[config.mk]
export PLATFORM = sky130hd
export DESIGN_NAME = pidlbl_gen
export DESIGN_NICKNAME = d
export VERILOG_FILES = /design/src/rtl/pidlbl_pkg.sv /design/src/rtl/pidlbl_route.sv /design/src/rtl/pidlbl_xlate.sv /design/src/rtl/pidlbl_gen.sv
export SDC_FILE = /design/constraint.sdc
export NUM_CORES = 1
export LEC_CHECK = 0
export CAP_MARGIN = 10
export CORE_AREA = 3 3 241 243
export CTS_CLUSTER_SIZE = 40
export DETAILED_ROUTE_END_ITERATION = 6
export DIE_AREA = 0 0 244 246
export DONT_BUFFER_PORTS = 1
export PLACE_DENSITY = 0.37
export SLEW_MARGIN = 5
export SYNTH_ARGS = -nofsm -noshare
export SYNTH_HDL_FRONTEND = slang
export SYNTH_SLANG_ARGS = --single-unit
export TNS_END_PERCENT = 100
[constraint.sdc]
create_clock -name clk -period 7.65 [get_ports clk]
set_clock_uncertainty 0.15 [all_clocks]
set_input_delay 0.765 -clock clk [delete_from_list [all_inputs] [get_ports clk]]
set_output_delay 0.765 -clock clk [all_outputs]
set_load 0.1 [all_outputs]
[src/rtl/pidlbl_pkg.sv]
// Package: shared widths and types for the partition ID label generator.
// Assumes a 16-bit partition ID and 64-bit mapping registers.
package pidlbl_pkg;
    localparam int PID_W_DEF    = 16;
    localparam int MAP_REGS_DEF = 8;
    localparam int FIELDS_DEF   = 4;

    // Which register pair supplies the labels
    typedef enum logic {
        SRC_LO = 1'b0,
        SRC_HI = 1'b1
    } pid_src_e;

    // Routing decision shared by both sides
    typedef struct packed {
        pid_src_e src;
        logic     map_en;
    } route_t;
endpackage

[src/rtl/pidlbl_route.sv]
// Module: pidlbl_route
// Chooses the source register pair and decides whether mapping applies.
// Assumes that every control bit is ignored when el2_en is low.
module pidlbl_route
    import pidlbl_pkg::*;
(
    input  logic   at_el1,
    input  logic   el2_en,
    input  logic   hyp_tge,
    input  logic   hyp_e2h,
    input  logic   map_en_lo,
    input  logic   map_en_hi,
    input  logic   app_lock,
    output route_t route
);
    logic lock_hi;
    logic lo_host;

    // EL0 is redirected to the upper pair only by the lock, for a guest application
    always_comb lock_hi = el2_en && !hyp_tge && app_lock;

    // Host mode at EL0 disables mapping of the lower pair
    always_comb lo_host = hyp_e2h && hyp_tge;

    // Combine into a single routing decision
    always_comb begin
        route.src    = (at_el1 || lock_hi) ? SRC_HI : SRC_LO;
        route.map_en = 1'b0;
        if (el2_en) begin
            if (route.src == SRC_HI) route.map_en = map_en_hi;
            else                     route.map_en = map_en_lo && !lo_host;
        end
    end
endmodule

[src/rtl/pidlbl_xlate.sv]
// Module: pidlbl_xlate
// Translates one virtual partition ID through the flattened mapping table.
// Assumes that entry g sits at bits [g*PID_W +: PID_W] of map_regs.
module pidlbl_xlate #(
    parameter int PID_W    = 16,
    parameter int MAP_REGS = 8,
    parameter int FIELDS   = 4
) (
    input  logic [PID_W-1:0]                 vid,
    input  logic                             map_en,
    input  logic [MAP_REGS*FIELDS*PID_W-1:0] map_regs,
    output logic [PID_W-1:0]                 pid,
    output logic                             oor
);
    localparam int ENTRIES = MAP_REGS * FIELDS;
    localparam int IDX_W   = $clog2(ENTRIES);

    logic [PID_W-1:0] tbl [ENTRIES];
    logic             in_range;

    // Unpack the flat register image into table entries
    for (genvar g = 0; g < ENTRIES; g++) begin : g_ent
        assign tbl[g] = map_regs[g*PID_W +: PID_W];
    end

    // The upper bits of the ID must be zero for a valid index
    always_comb in_range = ((vid >> IDX_W) == '0);

    // Pass the ID through, look it up, or flag it as out of range
    always_comb begin
        pid = vid;
        oor = 1'b0;
        if (map_en) begin
            if (in_range) begin
                pid = tbl[vid[IDX_W-1:0]];
            end else begin
                pid = '0;
                oor = 1'b1;
            end
        end
    end
endmodule

[src/rtl/pidlbl_gen.sv]
// Module: pidlbl_gen (top)
// Produces registered physical instruction and data partition IDs.
// Assumes synchronous active-low reset and one cycle of latency.
module pidlbl_gen
    import pidlbl_pkg::*;
#(
    parameter int PID_W    = PID_W_DEF,
    parameter int MAP_REGS = MAP_REGS_DEF,
    parameter int FIELDS   = FIELDS_DEF
) (
    input  logic                             clk,
    input  logic                             rst_n,
    input  logic                             at_el1,
    input  logic                             el2_en,
    input  logic                             hyp_tge,
    input  logic                             hyp_e2h,
    input  logic                             map_en_lo,
    input  logic                             map_en_hi,
    input  logic                             app_lock,
    input  logic [PID_W-1:0]                 lo_pid_i,
    input  logic [PID_W-1:0]                 lo_pid_d,
    input  logic [PID_W-1:0]                 hi_pid_i,
    input  logic [PID_W-1:0]                 hi_pid_d,
    input  logic [MAP_REGS*FIELDS*PID_W-1:0] map_regs,
    output logic [PID_W-1:0]                 phys_pid_i,
    output logic [PID_W-1:0]                 phys_pid_d,
    output logic                             pid_oor
);
    localparam int SIDES = 2;

    route_t           route;
    logic [PID_W-1:0] vid  [SIDES];
    logic [PID_W-1:0] ppid [SIDES];
    logic             oor  [SIDES];

    pidlbl_route u_route (
        .at_el1    (at_el1),
        .el2_en    (el2_en),
        .hyp_tge   (hyp_tge),
        .hyp_e2h   (hyp_e2h),
        .map_en_lo (map_en_lo),
        .map_en_hi (map_en_hi),
        .app_lock  (app_lock),
        .route     (route)
    );

    // Select the virtual IDs from the chosen pair (side 0 = instruction, side 1 = data)
    always_comb begin
        vid[0] = (route.src == SRC_HI) ? hi_pid_i : lo_pid_i;
        vid[1] = (route.src == SRC_HI) ? hi_pid_d : lo_pid_d;
    end

    for (genvar s = 0; s < SIDES; s++) begin : g_side
        pidlbl_xlate #(
            .PID_W    (PID_W),
            .MAP_REGS (MAP_REGS),
            .FIELDS   (FIELDS)
        ) u_xlate (
            .vid      (vid[s]),
            .map_en   (route.map_en),
            .map_regs (map_regs),
            .pid      (ppid[s]),
            .oor      (oor[s])
        );
    end

    // Register the labels and the range flag
    always_ff @(posedge clk) begin
        if (!rst_n) begin
            phys_pid_i <= '0;
            phys_pid_d <= '0;
            pid_oor    <= 1'b0;
        end else begin
            phys_pid_i <= ppid[0];
            phys_pid_d <= ppid[1];
            pid_oor    <= oor[0] || oor[1];
        end
    end
endmodule

==> results.json <==
{
  "grt_pass1_vias": 13890,
  "crit_chain": "nand3b_1 -> buf_4 -> nand2_2 -> mux2i_1 -> nand4_1 -> a2111oi_0 -> a311oi_1 -> o221ai_1",
  "yosys_warnings": 0,
  "fin_crit_sh": 0.5865,
  "clkPwrFrac": 0.175,
  "hold_class": "in2reg",
  "cts.sinks": 33,
  "status": "completed",
  "path_buf_inv": 1,
  "synth_cell_type_count": 76,
  "cp_slowest_stage_delay_ns": 1.04,
  "grt_antenna_before_repair": 4,
  "cpMaxStageDelayCell": "mux2i_1",
  "final_nets": 2143,
  "numPortBuffers": 0,
  "dieWidth_um": 244,
  "setup_viol": 0,
  "cts_setup_buffers": 0,
  "syn_area_per_cell_um2": 7.163,
  "die_y_um": 246,
  "critical_path_required_ns": 7.70,
  "swShare": 0.5346,
  "fmax_ghz": 0.2229,
  "ir_drop_mv": 0.07202,
  "pwr-share-seq": 0.172,
  "combPwrFrac": 0.653,
  "dr.pass1.iters": 6,
  "cts_root_buffer": "clkbuf_16",
  "cp-start-kind": "primary input",
  "p_sw_uw": 845.0,
  "antenna_left": 0,
  "worstMarginPinSlew_ns": 1.213,
  "ys_seq_area_frac": 0.05556,
  "p_total_uw": 1581,
  "start_util": 0.2117,
  "coreArea_um2": 56170,
  "routed_wirelength_um": 81800,
  "viasPerCell": 5.921,
  "dieArea_um2": 60020,
  "cts_tree": "yes",
  "cap_violations": 0,
  "grt_overflow": 0,
  "route.detailed.drc": 0,
  "crit_type": "in2reg",
  "crit_arrival_ns": 4.54,
  "rsz0062_at_grt": "false",
  "drt-wirelength-per-cell_um": 35.26,
  "synth_nets": 2245,
  "hold_buffers": 0,
  "ys.flop_type": "dfxtp_1",
  "finalCriticalPeriod_ns": 4.487,
  "critPathCaptureType": "flip-flop",
  "synth-seq-cells": 33,
  "grt_max_degree": 104,
  "whs_ns": 0.4409,
  "setup_slack_ns": 3.163,
  "cts_max_level": 2,
  "drt_iter0_markers": 1076,
  "internal_power_uw": 735.7,
  "place_hpwl_um": 64300,
  "setup_total_negative_slack_ns": 0,
  "cts_max_path_buffers": 2,
  "final_common_cell": "nand2_1",
  "cts_made_buffers": 5,
  "power_density_nw_per_um2": 124.2,
  "drive_above_1_share": 0.1443,
  "drv_slew": 0,
  "grt_pass1_wl_um": 111300,
  "crit_fanout": 38,
  "power.leakage_uw": 0.005048,
  "synth_area_um2": 11890,
  "async_reset_ff_frac": 0,
  "synthCells": 1660,
  "cpLargestDelayFamily": "simple AND/OR/NAND/NOR gates",
  "place.gp.congestion": 0.9065,
  "maxSlewHeadroom": 0.1917,
  "hold_violations": 0,
  "path_clk_slew_ns": 0.07,
  "grt_use_total": 0.2571,
  "areaGrowthSynthToFinish_pct": 7.061,
  "rows": 87,
  "final_cell_mix": "nand2_1 (416), mux2i_1 (282), nand3_1 (150)",
  "via_count": 13740,
  "cts_resized": 0,
  "synth_edf_count": 0,
  "place_ws_ns": 2.918,
  "io_pins": 618
}
-- Yosys cell counts (8+ instances only) --
cell | number | area (um^2)
a2111o_1 | 11 | 123.9
a2111oi_0 | 11 | 96.34
a211oi_1 | 22 | 165.2
a21bo_1 | 11 | 110.1
a21oi_1 | 89 | 445.4
a221oi_1 | 22 | 192.7
a221oi_2 | 15 | 225.2
a22o_1 | 10 | 87.58
a31oi_1 | 11 | 68.82
a32oi_1 | 19 | 166.4
and3_1 | 14 | 87.58
buf_1 | 15 | 56.30
buf_2 | 67 | 335.3
buf_4 | 25 | 187.7
clkbuf_1 | 44 | 165.2
dfxtp_1 | 33 | 660.6
mux2_1 | 18 | 202.7
mux2_2 | 123 | 1385
mux2i_1 | 283 | 2833
nand2_1 | 418 | 1569
nand3_1 | 150 | 750.7
nor2_1 | 12 | 45.04
nor4_1 | 8 | 50.05
o2111ai_1 | 17 | 148.9
o211ai_1 | 28 | 210.2
o21ai_0 | 15 | 75.07
o21ai_1 | 8 | 40.04
o221ai_1 | 16 | 140.1
o22a_1 | 21 | 183.9
o22ai_1 | 10 | 62.56
-- kinds of logic after synthesis --
kind of cell,Yosys count,synth area share
and+or+nand+nor,638,0.2317
DFF,33,0.05556
AOI/OAI and AO/OA,395,0.2598
muxes,430,0.3818
buffers and inverters,164,0.07114
-- stage by stage --
| stage | cell area (um^2) | cells | util |
|---|---|---|---|
| CTS | 12720 | 2315 | 0.2264 |
| floorplan | 11890 | 1660 | - |
| global placement | 12540 | 2306 | 0.2232 |
| global route | 12730 | 2319 | 0.2266 |
| finish | 12730 | 2320 | 0.2266 |
| detailed placement | 12540 | 2307 | 0.2233 |
-- layer usage --
layer  track usage  share of wire
met3       0.06258          0.085
met5             0        0.00016
met4       0.05905          0.022
met1        0.3205           0.41
met2        0.4460           0.48
-- cell type report --
| type | count | area [um^2] |
|---|---|---|
| diodes | 5 | 12.51 |
| clock buffers | 7 | 142.6 |
| clock inverters | 1 | 30.03 |
| fillers | 6372 | 43440 |
| inverters | 6 | 22.52 |
| multi-input cells | 1463 | 10530 |
| flip-flops and latches | 33 | 660.6 |
| well taps | 756 | 945.9 |
| repair buffers | 49 | 390.4 |
-- power groups by stage --
stage / Sequential [uW] / Combinational (uW) / Clock, uW
final: 272 / 1030 / 276
after global routing: 274 / 1100 / 290
after CTS: 273 / 1030 / 289
after detailed placement: 276 / 1020 / 0
after global placement: 278 / 1030 / 0
after floorplan: 282 / 720 / 0
-- worst paths after layout --
kind                start              to  slack, ns  cells after the start
setup / recovery  hyp_tge  phys_pid_i[14]       3.16                      8
hold / removal      rst_n   phys_pid_i[3]       0.44                      1
-- sequential cells by signal (all words and copies together) (netlist names) --
name        count
phys_pid_d     16
pid_oor         1
phys_pid_i     16
Power figures use the tool's default switching activity.
